==> src/rtl/ipt_pkg.sv <==
// Package: shared types for the inverted page table lookup engine.
// Assumes nothing beyond the walk sequence encoded here.
package ipt_pkg;

    // Walk sequencer states: idle, anchor read issued, anchor data, entry data
    typedef enum logic [1:0] {
        WALK_IDLE   = 2'd0,
        WALK_HAT    = 2'd1,
        WALK_ANCHOR = 2'd2,
        WALK_ENTRY  = 2'd3
    } walk_state_t;

endpackage

==> src/rtl/ipt_hash.sv <==
// Module: ipt_hash
// Folds a virtual page number into an anchor-table index.
// The upper half is XORed onto the lower half, and that result is folded
// modulo HAT_W. Assumes VPN_W is even.
module ipt_hash #(
    parameter int VPN_W = 20,
    parameter int HAT_W = 8
) (
    input  logic [VPN_W-1:0] vpn,
    output logic [HAT_W-1:0] idx
);
    localparam int HALF = VPN_W / 2;

    logic [HALF-1:0] folded;

    // Purpose: combine the halves, then wrap the wide result into HAT_W bits
    always_comb begin
        folded = vpn[VPN_W-1 -: HALF] ^ vpn[HALF-1:0];
        idx    = '0;
        for (int i = 0; i < HALF; i++) begin
            idx[i % HAT_W] = idx[i % HAT_W] ^ folded[i];
        end
    end
endmodule

==> src/rtl/ipt_entry_cmp.sv <==
// Module: ipt_entry_cmp
// Unpacks one memory word as a table entry and compares it with the request.
// Word layout: {valid, tag, page, next}. The low FRAME_W bits also serve as
// the pointer of an anchor word. A pointer of all ones is null.
module ipt_entry_cmp #(
    parameter int FRAME_W = 8,
    parameter int VPN_W   = 20,
    parameter int ASID_W  = 8,
    localparam int DATA_W = FRAME_W + VPN_W + ASID_W + 1
) (
    input  logic [DATA_W-1:0]  word,
    input  logic [VPN_W-1:0]   want_vpn,
    input  logic [ASID_W-1:0]  want_asid,
    output logic               match,
    output logic [FRAME_W-1:0] ptr,
    output logic               ptr_null
);
    logic              ent_valid;
    logic [ASID_W-1:0] ent_asid;
    logic [VPN_W-1:0]  ent_vpn;

    // Purpose: split the word into fields and form the match and null flags
    always_comb begin
        ptr       = word[FRAME_W-1:0];
        ent_vpn   = word[FRAME_W +: VPN_W];
        ent_asid  = word[FRAME_W+VPN_W +: ASID_W];
        ent_valid = word[DATA_W-1];
        ptr_null  = &ptr;
        match     = ent_valid && (ent_vpn == want_vpn) && (ent_asid == want_asid);
    end
endmodule

==> src/rtl/ipt_walk_ctrl.sv <==
// Module: ipt_walk_ctrl
// Sequences one lookup: anchor read, then a chain of entry reads, then a
// registered one-cycle response. Assumes a memory with one cycle of read
// latency, and bases and limit that hold steady during a walk.
module ipt_walk_ctrl
    import ipt_pkg::*;
#(
    parameter int VPN_W   = 20,
    parameter int ASID_W  = 8,
    parameter int HAT_W   = 8,
    parameter int FRAME_W = 8,
    parameter int ADDR_W  = 10,
    localparam int CHAIN_W = FRAME_W + 1
) (
    input  logic               clk,
    input  logic               rst_n,
    input  logic               req_valid,
    output logic               req_ready,
    input  logic [VPN_W-1:0]   req_vpn,
    input  logic [ASID_W-1:0]  req_asid,
    input  logic [ADDR_W-1:0]  hat_base,
    input  logic [ADDR_W-1:0]  ipt_base,
    input  logic [CHAIN_W-1:0] max_chain,
    output logic [VPN_W-1:0]   vpn_q,
    output logic [ASID_W-1:0]  asid_q,
    input  logic [HAT_W-1:0]   hash_idx,
    input  logic               word_match,
    input  logic [FRAME_W-1:0] word_ptr,
    input  logic               word_null,
    output logic               mem_rd_en,
    output logic [ADDR_W-1:0]  mem_addr,
    output logic               resp_valid,
    output logic               resp_hit,
    output logic               resp_fault,
    output logic               resp_limit,
    output logic [FRAME_W-1:0] resp_frame
);
    localparam logic [FRAME_W-1:0] NULL_PTR = '1;

    walk_state_t        state;
    logic [FRAME_W-1:0] cur_ptr;
    logic [CHAIN_W-1:0] walk_cnt;
    logic [CHAIN_W-1:0] limit_eff;
    logic               at_limit;

    // Purpose: treat a zero limit as one entry
    always_comb begin
        limit_eff = (max_chain == '0) ? CHAIN_W'(1) : max_chain;
        at_limit  = (walk_cnt >= limit_eff);
    end

    assign req_ready = (state == WALK_IDLE);

    // Purpose: choose the memory read issued in the current state
    always_comb begin
        mem_rd_en = 1'b0;
        mem_addr  = '0;
        case (state)
            WALK_HAT: begin
                mem_rd_en = 1'b1;
                mem_addr  = hat_base + ADDR_W'(hash_idx);
            end
            WALK_ANCHOR: begin
                if (!word_null) begin
                    mem_rd_en = 1'b1;
                    mem_addr  = ipt_base + ADDR_W'(word_ptr);
                end
            end
            WALK_ENTRY: begin
                if (!word_match && !word_null && !at_limit) begin
                    mem_rd_en = 1'b1;
                    mem_addr  = ipt_base + ADDR_W'(word_ptr);
                end
            end
            default: ;
        endcase
    end

    // Purpose: advance the walk and register the response
    always_ff @(posedge clk) begin
        if (!rst_n) begin
            state      <= WALK_IDLE;
            vpn_q      <= '0;
            asid_q     <= '0;
            cur_ptr    <= '0;
            walk_cnt   <= '0;
            resp_valid <= 1'b0;
            resp_hit   <= 1'b0;
            resp_fault <= 1'b0;
            resp_limit <= 1'b0;
            resp_frame <= NULL_PTR;
        end else begin
            resp_valid <= 1'b0;
            case (state)
                WALK_IDLE: begin
                    if (req_valid) begin
                        vpn_q  <= req_vpn;
                        asid_q <= req_asid;
                        state  <= WALK_HAT;
                    end
                end
                WALK_HAT: begin
                    state <= WALK_ANCHOR;
                end
                WALK_ANCHOR: begin
                    if (word_null) begin
                        resp_valid <= 1'b1;
                        resp_hit   <= 1'b0;
                        resp_fault <= 1'b1;
                        resp_limit <= 1'b0;
                        resp_frame <= NULL_PTR;
                        state      <= WALK_IDLE;
                    end else begin
                        cur_ptr  <= word_ptr;
                        walk_cnt <= CHAIN_W'(1);
                        state    <= WALK_ENTRY;
                    end
                end
                WALK_ENTRY: begin
                    if (word_match) begin
                        resp_valid <= 1'b1;
                        resp_hit   <= 1'b1;
                        resp_fault <= 1'b0;
                        resp_limit <= 1'b0;
                        resp_frame <= cur_ptr;
                        state      <= WALK_IDLE;
                    end else if (word_null || at_limit) begin
                        resp_valid <= 1'b1;
                        resp_hit   <= 1'b0;
                        resp_fault <= 1'b1;
                        resp_limit <= !word_null;
                        resp_frame <= NULL_PTR;
                        state      <= WALK_IDLE;
                    end else begin
                        cur_ptr  <= word_ptr;
                        walk_cnt <= walk_cnt + CHAIN_W'(1);
                    end
                end
                default: state <= WALK_IDLE;
            endcase
        end
    end


    resp_onehot_chk: assert property (@(posedge clk) disable iff (!rst_n)
        resp_valid |-> (resp_hit ^ resp_fault));


    limit_is_fault_chk: assert property (@(posedge clk) disable iff (!rst_n)
        (resp_valid && resp_limit) |-> (resp_fault && !resp_hit));


    walk_bound_chk: assert property (@(posedge clk) disable iff (!rst_n)
        (state == WALK_ENTRY) |-> (walk_cnt >= CHAIN_W'(1) && walk_cnt <= limit_eff));


    busy_after_accept_chk: assert property (@(posedge clk) disable iff (!rst_n)
        (req_ready && req_valid) |=> !req_ready);


    hit_frame_chk: assert property (@(posedge clk) disable iff (!rst_n)
        (resp_valid && resp_hit) |-> (resp_frame != NULL_PTR));


    resp_pulse_chk: assert property (@(posedge clk) disable iff (!rst_n)
        resp_valid |=> !resp_valid);
endmodule

==> src/rtl/ipt_lookup_engine.sv <==
// Module: ipt_lookup_engine (top)
// Translates a page number plus an address-space tag into a frame number by
// walking a hash-anchored chain in an inverted table. Assumes the anchor table
// and the inverted table share one synchronous memory with 1-cycle read latency.
module ipt_lookup_engine #(
    parameter int VPN_W   = 20,
    parameter int ASID_W  = 8,
    parameter int HAT_W   = 8,
    parameter int FRAME_W = 8,
    parameter int ADDR_W  = 10,
    localparam int DATA_W  = FRAME_W + VPN_W + ASID_W + 1,
    localparam int CHAIN_W = FRAME_W + 1
) (
    input  logic               clk,
    input  logic               rst_n,
    input  logic               req_valid,
    output logic               req_ready,
    input  logic [VPN_W-1:0]   req_vpn,
    input  logic [ASID_W-1:0]  asid_reg,
    input  logic [ADDR_W-1:0]  hat_base,
    input  logic [ADDR_W-1:0]  ipt_base,
    input  logic [CHAIN_W-1:0] max_chain,
    output logic               mem_rd_en,
    output logic [ADDR_W-1:0]  mem_addr,
    input  logic [DATA_W-1:0]  mem_rdata,
    output logic               resp_valid,
    output logic               resp_hit,
    output logic               resp_fault,
    output logic               resp_limit,
    output logic [FRAME_W-1:0] resp_frame
);
    logic [VPN_W-1:0]   vpn_q;
    logic [ASID_W-1:0]  asid_q;
    logic [HAT_W-1:0]   hash_idx;
    logic               word_match;
    logic [FRAME_W-1:0] word_ptr;
    logic               word_null;

    ipt_hash #(.VPN_W(VPN_W), .HAT_W(HAT_W)) u_hash (
        .vpn (vpn_q),
        .idx (hash_idx)
    );

    ipt_entry_cmp #(.FRAME_W(FRAME_W), .VPN_W(VPN_W), .ASID_W(ASID_W)) u_cmp (
        .word      (mem_rdata),
        .want_vpn  (vpn_q),
        .want_asid (asid_q),
        .match     (word_match),
        .ptr       (word_ptr),
        .ptr_null  (word_null)
    );

    ipt_walk_ctrl #(
        .VPN_W(VPN_W), .ASID_W(ASID_W), .HAT_W(HAT_W),
        .FRAME_W(FRAME_W), .ADDR_W(ADDR_W)
    ) u_ctrl (
        .clk        (clk),
        .rst_n      (rst_n),
        .req_valid  (req_valid),
        .req_ready  (req_ready),
        .req_vpn    (req_vpn),
        .req_asid   (asid_reg),
        .hat_base   (hat_base),
        .ipt_base   (ipt_base),
        .max_chain  (max_chain),
        .vpn_q      (vpn_q),
        .asid_q     (asid_q),
        .hash_idx   (hash_idx),
        .word_match (word_match),
        .word_ptr   (word_ptr),
        .word_null  (word_null),
        .mem_rd_en  (mem_rd_en),
        .mem_addr   (mem_addr),
        .resp_valid (resp_valid),
        .resp_hit   (resp_hit),
        .resp_fault (resp_fault),
        .resp_limit (resp_limit),
        .resp_frame (resp_frame)
    );
endmodule

==> config.mk <==
export PLATFORM = sky130hd
export DESIGN_NAME = ipt_lookup_engine
export DESIGN_NICKNAME = d
export VERILOG_FILES = /design/src/rtl/ipt_pkg.sv /design/src/rtl/ipt_hash.sv /design/src/rtl/ipt_entry_cmp.sv /design/src/rtl/ipt_walk_ctrl.sv /design/src/rtl/ipt_lookup_engine.sv
export SDC_FILE = /design/constraint.sdc
export NUM_CORES = 1
export LEC_CHECK = 0
export BUFFER_PORTS_ARGS = -buffer_cell sky130_fd_sc_hd__buf_2
export CORE_AREA = 5 5 104 106
export CTS_CLUSTER_SIZE = 20
export DETAILED_ROUTE_END_ITERATION = 10
export DIE_AREA = 0 0 109 111
export GPL_TIMING_DRIVEN = 0
export SYNTH_ARGS = -nofsm -noshare
export SYNTH_HDL_FRONTEND = slang
export SYNTH_HIERARCHICAL = 1
export SYNTH_SLANG_ARGS = --single-unit
==> constraint.sdc <==
create_clock -name clk -period 2.6 [get_ports clk]
set_input_delay 0.26 -clock clk [delete_from_list [all_inputs] [get_ports clk]]
set_output_delay 0.26 -clock clk [all_outputs]
set_load 0.02 [all_outputs]
Yosys cells after proc, flatten, opt, wreduce, memory -nomap -nowiden
Index checks and enable logic that the tools add are counted.
{ "word_totals": {"mem_count": 0, "latchBits": 0, "word_cells": 83, "romBits": 0, "ram_bits": 0, "regBits": 59, "input_bits": 97, "out_inout_bits": 24} }
{ "classes": {"n_addsub": 3, "shifts": 0, "n_div": 0, "muxes": 39, "multipliers": 0, "magnitude_cmp": 1, "eq_ne": 11, "n_reduce_logical": 16, "bitwise_logic": 3} }
{ "ops": {"columns": ["op", "n"], "rows": [
  ["two-way mux 8 bit", 6],
  ["two-way mux 9 bit", 4],
  ["case mux 8 bit (2 select lines)", 2],
  ["case mux 10 bit (3 select lines)", 1],
  ["adder 10 x 8 -> 10 bit", 2],
  ["== test 20 bit", 1],
  ["two-way mux 10 bit", 2],
  ["case mux 9 bit (2 select lines)", 1],
  ["two-way mux 1 bit", 13],
  ["bitwise XOR 10 bit", 1],
  ["adder 9 x 1 -> 9 bit, second input constant", 1],
  [">= comparator 9 bit", 1],
  ["logical NOT 9 bit", 1],
  ["== test 8 bit", 1],
  ["two-way mux 2 bit", 4],
  ["inequality test 2 bit, second input constant", 4],
  ["case mux 1 bit (2 select lines)", 4],
  ["case mux 2 bit (4 select lines)", 1],
  ["AND reduction 8 bit", 1],
  ["== test 2 bit, second input constant", 2],
  ["logical AND 1 bit", 4],
  ["AND reduction 2 bit", 2],
  ["AND reduction 4 bit", 1],
  ["logical NOT 1 bit", 3],
  ["other kinds (9)", 10]
]} }

Logic depth before layout (Yosys ltp)
{ "depth": {"word_depth": 8, "depth_mapped": 12, "depth_no_buf": 10} }

Modules after synthesis
Netlist, hierarchy kept.
{ "by_module_without_submodules": {"columns": ["module", "cells_each", "n_inst", "seq_area_each_um2", "area_each_um2"], "rows": [
  ["ipt_walk_ctrl", 410, 1, 1181.1, 3326.9],
  ["ipt_entry_cmp", 49, 1, 0.0, 387.9],
  ["ipt_hash", 12, 1, 0.0, 105.1]
]} }

Least setup slack after synthesis
OpenSTA, ideal clock, no wires.
{ "synth_path": {"path_type": "register -> output", "startpoint": "register u_ctrl.vpn_q[18]", "endpoint": "output mem_addr[8]", "path_slack_ns": -0.156, "required_time_ns": 2.340, "arrival_ns": 2.496, "n_path_buf": 0, "stages_incl_launch_ff": 10, "path_cell_list": "dfxtp_1 -> xor2_1 -> xnor2_1 -> ha_1 -> fa_1 -> a21oi_1 -> o211ai_1 -> o41ai_1 -> xor2_1 -> o32ai_1"} }
{ "synth_via": {"elab_cells_between_ends": 11, "classes_between": "add/sub: 1; eq/ne: 1; mux: 2; bitwise: 2; reduce/logical: 5"} }
{ "synth_rtl": {"columns": ["element", "line", "rtl"], "rows": [
  ["start: declaration", "ipt_walk_ctrl.sv:24", "output logic [VPN_W-1:0] vpn_q,"],
  ["start signal: assignment", "ipt_walk_ctrl.sv:97", "vpn_q <= req_vpn;"],
  ["bitwise XOR 10 bit", "ipt_hash.sv:18", "folded = vpn[VPN_W-1 -: HALF] ^ vpn[HALF-1:0];"],
  ["bitwise XOR 1 bit", "ipt_hash.sv:21", "idx[i % HAT_W] = idx[i % HAT_W] ^ folded[i];"],
  ["net hash_idx[0]", "ipt_lookup_engine.sv:34", "logic [HAT_W-1:0] hash_idx;"],
  ["adder 10 x 8 -> 10 bit", "ipt_walk_ctrl.sv:61", "mem_addr = hat_base + ADDR_W'(hash_idx);"],
  ["case mux 10 bit (3 select lines)", "ipt_walk_ctrl.sv:58", "case (state)"],
  ["end: declaration", "ipt_lookup_engine.sv:24", "output logic [ADDR_W-1:0] mem_addr,"]
]} }
The timed path passes the listed nets, and every way through them passes these cells.

Final worst setup path
{ "layout_path": {"startpoint": "register u_ctrl.vpn_q[8]", "endpoint": "output mem_addr[8]"} }
Same word-level chain as after synthesis.

==> impl_metrics.sql <==
INSERT INTO impl_metrics (metric_group, metric, value, unit) VALUES
('routing', 'viasPerCell', '5.041', ''),
('final_layout', 'syn_to_final_growth', '37.05', '%'),
('sta', 'final_max_slew_viol_count', '0', ''),
('sta', 'setup_viol', '11', ''),
('cts', 'tritoncts.num_buffers', '9', ''),
('synth', 'synth_enable_flop_cells', '0', ''),
('die', 'design.portCount', '121', ''),
('cts', 'cts_tree', 'done', ''),
('pwr', 'switching_power', '1.001', 'mW'),
('cts', 'cts_max_path_buffers', '2', ''),
('setup_path', 'timing.critical_path.required', '2.34', 'ns'),
('final_layout', 'design.final.nets', '743', ''),
('grt', 'first_global_vias', '3708', ''),
('sta', 'final.min_clock_period', '3.007', 'ns'),
('cts', 'worst_setup_hold_path_clk_slew', '0.07', 'ns'),
('pwr', 'clock_power_share', '32.0', '%'),
('die', 'placeableCoreArea', '9684', 'sq um'),
('sta', 'max_clock_freq', '0.3326', 'GHz'),
('status', 'violations_in_the_final_reports', 'negative setup slack', ''),
('pwr', 'internal-power', '1.968', 'mW'),
('sta', 'slack_of_the_critical_path', '-0.4070', 'ns'),
('setup_path', 'crit_path_top_delay_cell', 'sky130_fd_sc_hd__fa_2', ''),
('setup_path', 'timing.setup.critical_path_class', 'reg -> out', ''),
('setup_path', 'crit_buf_inv', '1', ''),
('sta', 'grt_setup_unrepaired', 'true', ''),
('sta', 'post-route-period-util', '115.7', '%'),
('worst_hold_path', 'hp-class', 'in -> reg', ''),
('placed_design', 'numPlacedInstances', '723', ''),
('routing', 'drt-wirelength-per-cell', '15.53', 'um'),
('status', 'status', 'complete, but fails checks', ''),
('synth', 'yosysSeqAreaShare', '30.92', '%'),
('synth', 'unique_cell_type_count_in_the_yosys_netlist', '51', ''),
('synth', 'post_synth_inst_count', '471', ''),
('synth', 'synth_flop_cell', 'sky130_fd_sc_hd__dfxtp_1', ''),
('synth', 'postSynthNetCount', '596', ''),
('final_layout', 'antenna_cells_inserted', '0', ''),
('placed_design', 'dp_worst_slack', '-0.4902', 'ns'),
('synth', 'synthesis.area', '3820', 'sq um'),
('placed_design', 'routability_cong', '0.8506', ''),
('setup_path', 'cp-start-kind', 'flip-flop', ''),
('die', 'fp.dieW', '109', 'um'),
('pwr', 'comb_power_share', '34.3', '%'),
('synth', 'synth.yosys.warnings', '6', ''),
('die', 'design.die.area', '12100', 'sq um'),
('pwr', 'leakage', '2.291', 'nW'),
('pwr', 'fin_total_pwr', '2.969', 'mW'),
('pwr', 'switching_share', '33.73', '%'),
('sta', 'finClkSkew', '0.008461', 'ns'),
('setup_path', 'worst_reg2reg_setup_slack', '0.04', 'ns'),
('pwr', 'share_seq_of_total_power', '33.7', '%'),
('sta', 'max_slew_margin', '55.14', '%'),
('final_layout', 'final_layout_size_suffix_gt1_share', '35.15', '%'),
('routing', 'post-route-drc-count', '0', ''),
('die', 'chipHeight', '111', 'um'),
('routing', 'final_antenna_net_count', '0', ''),
('pwr', 'cellPowerDensity', '567.2', 'nW/um^2'),
('synth', 'ys_ff_latch', '59', ''),
('synth', 'postSynth.asyncResetShare', '0', '%'),
('die', 'floorplan.rows', '36', ''),
('routing', 'detailed_router_iteration_count_before_antenna_repair', '4', ''),
('grt', 'grt.total_usage', '19.00', '%'),
('synth', 'synth_area_per_cell', '8.110', 'sq um'),
('sta', 'final_hold_viol_count', '0', ''),
('grt', 'final_global_route_overflow_total', '0', ''),
('setup_path', 'worst_ep_arrival_time', '2.75', 'ns'),
('routing', 'drtIter0Drc', '139', ''),
('routing', 'vias', '3811', ''),
('sta', 'tightestPinTransition', '0.6705', 'ns'),
('grt', 'antenna_found_initial', '1', ''),
('flow_run', 'maxCapViolCount', '0', ''),
('pwr', 'ir_drop', '0.3013', 'mV');
area by class of cell:
class | instances | area (sq um)
sequential | 59 | 1192
tap | 133 | 166.4
timing repair buffer | 137 | 802.0
fill | 954 | 4449
inverter | 17 | 63.81
clock buffer | 9 | 123.9
clock inverter | 7 | 100.1
buffer | 27 | 156.4
multi-input combinational | 367 | 2630
path summary, 6_finish.rpt:
path / startpoint / endpoint / cells after the start
min: asid_reg[7] / u_ctrl/asid_q[7]$_SDFFE_PN0P_ / 3
max reg2reg: u_ctrl/vpn_q[3]$_SDFFE_PN0P_ / u_ctrl/resp_frame[2]$_SDFFE_PN1P_ / 13
min reg2reg: u_ctrl/cur_ptr[7]$_SDFFE_PN0P_ / u_ctrl/cur_ptr[7]$_SDFFE_PN0P_ / 2
max: u_ctrl/vpn_q[8]$_SDFFE_PN0P_ / mem_addr[8] / 10
through the flow:
step / cell area (sq um) / hold slack, ns / utilization [%]
floorplan: 3852 / 0.4049 / -
global placement: 4614 / 0.4503 / 47.65
detailed placement: 4614 / 0.4488 / 47.65
CTS: 5134 / 0.1505 / 53.01
global route: 5235 / 0.1556 / 54.06
finish: 5235 / 0.1645 / 54.06
power by group through the flow:
| stage | clock network (mW) | logic, mW | registers [mW] |
|---|---|---|---|
| after floorplan | 0 | 0.562 | 1.01 |
| after global placement | 0 | 0.818 | 1.01 |
| after detailed placement | 0 | 0.823 | 1.02 |
| after CTS | 0.971 | 0.970 | 0.998 |
| after global routing | 1.02 | 1.10 | 1.01 |
| final | 0.950 | 1.02 | 1.00 |
repair_timing:
action / 4_1_cts / 5_1_grt
gates resized for setup: 51 / 21
hold buffers: 0 / 0
endpoints found under the setup margin: 32 / 42
buffers inserted: 13 / 4
pin swaps: 20 / 14
cloned: 0 / 2
layer usage:
metal / vias up / share of wire [%] / global-route usage (%)
li1: 1924 / - / -
met1: 1724 / 43 / 24.52
met2: 146 / 48 / 31.37
met3: 15 / 7.4 / 4.019
met4: 2 / 1.3 / 5.892
met5: - / 0.094 / 0
placed cells by master (no fill, tap or decap), types with 4 or more instances in the layout:
cell                       count
sky130_fd_sc_hd__o21ai_0      12
sky130_fd_sc_hd__nand3_1       9
sky130_fd_sc_hd__a21boi_0     28
sky130_fd_sc_hd__dfxtp_1      50
sky130_fd_sc_hd__ha_1         25
sky130_fd_sc_hd__nor3_1       10
sky130_fd_sc_hd__buf_4        23
sky130_fd_sc_hd__a22oi_2       5
sky130_fd_sc_hd__a21oi_1      14
sky130_fd_sc_hd__a21boi_1     10
sky130_fd_sc_hd__clkbuf_8      9
sky130_fd_sc_hd__xnor2_1      19
sky130_fd_sc_hd__nor2_2        6
sky130_fd_sc_hd__clkbuf_1     11
sky130_fd_sc_hd__inv_1        17
sky130_fd_sc_hd__o21a_1        6
sky130_fd_sc_hd__and2_1        5
sky130_fd_sc_hd__nor4_1        4
sky130_fd_sc_hd__buf_2       112
sky130_fd_sc_hd__nand4_1       9
sky130_fd_sc_hd__dfxtp_2       9
sky130_fd_sc_hd__nand2_1      89
sky130_fd_sc_hd__nor2_1       16
sky130_fd_sc_hd__xor2_2        4
sky130_fd_sc_hd__o22ai_1       8
sky130_fd_sc_hd__xor2_1       27
sky130_fd_sc_hd__buf_6        14
sky130_fd_sc_hd__or3_1         5
worst register-to-register path, cell delays in order, from the launching register on:
cell	delay, ns
sky130_fd_sc_hd__dfxtp_2	0.34
sky130_fd_sc_hd__xor2_1	0.18
sky130_fd_sc_hd__nor4_2	0.32
sky130_fd_sc_hd__nand4_1	0.21
sky130_fd_sc_hd__nor4_4	0.30
sky130_fd_sc_hd__nor3_2	0.08
sky130_fd_sc_hd__o221ai_2	0.10
sky130_fd_sc_hd__a211oi_4	0.07
sky130_fd_sc_hd__buf_6	0.15
sky130_fd_sc_hd__buf_4	0.15
sky130_fd_sc_hd__nor3_4	0.29
sky130_fd_sc_hd__buf_6	0.17
sky130_fd_sc_hd__o22ai_1	0.07
sky130_fd_sc_hd__nand2_1	0.09
registers in the layout, summed over array words and instances, names as in the netlist:
| register | count |
|---|---|
| u_ctrl/resp_frame | 8 |
| u_ctrl/resp_fault | 1 |
| u_ctrl/vpn_q | 20 |
| u_ctrl/walk_cnt | 9 |
| u_ctrl/state | 2 |
| u_ctrl/resp_valid | 1 |
| u_ctrl/resp_limit | 1 |
| u_ctrl/cur_ptr | 8 |
| u_ctrl/asid_q | 8 |
| u_ctrl/resp_hit | 1 |
synth_stat cells, types with 3 or more instances:
master                     instances  area [sq um]
sky130_fd_sc_hd__xor2_1           31         271.5
sky130_fd_sc_hd__a21o_1            3         22.52
sky130_fd_sc_hd__buf_4             9         67.56
sky130_fd_sc_hd__nor2_1           22         82.58
sky130_fd_sc_hd__o21ai_0          14         70.07
sky130_fd_sc_hd__dfxtp_1          59          1181
sky130_fd_sc_hd__nor4_1            6         37.54
sky130_fd_sc_hd__ha_1             26         325.3
sky130_fd_sc_hd__nand3_1           9         45.04
sky130_fd_sc_hd__o22ai_1           8         50.05
sky130_fd_sc_hd__inv_1            17         63.81
sky130_fd_sc_hd__clkbuf_1         11         41.29
sky130_fd_sc_hd__nand2_1          90         337.8
sky130_fd_sc_hd__or3_1             5         31.28
sky130_fd_sc_hd__xnor2_1          22         192.7
sky130_fd_sc_hd__nor3_1           11         55.05
sky130_fd_sc_hd__nand4_1           9         56.30
sky130_fd_sc_hd__nor2b_1           3         18.77
sky130_fd_sc_hd__a22oi_1           5         37.54
sky130_fd_sc_hd__o21a_1            6         45.04
sky130_fd_sc_hd__and2_1            5         31.28
sky130_fd_sc_hd__buf_2             5         25.02
sky130_fd_sc_hd__a21boi_1         10         75.07
sky130_fd_sc_hd__a211oi_1          3         22.52
sky130_fd_sc_hd__a21oi_1          18         90.09
sky130_fd_sc_hd__buf_1             3         11.26
sky130_fd_sc_hd__a21boi_0         29         217.7
logic make-up (layout without fill, tap and decap cells):
family	after synthesis	after routing	share of synthesized area, %
XOR/XNOR	53	53	12.15
flip-flops	59	59	30.92
adder cells (fa/ha/maj)	28	28	9.564
AND/OR/NAND/NOR	168	168	19.85
AO/OA/AOI/OAI	117	117	21.78
multiplexers	1	1	0.2620
buffers and inverters	45	197	5.470
Power figures use the tool's default switching activity.
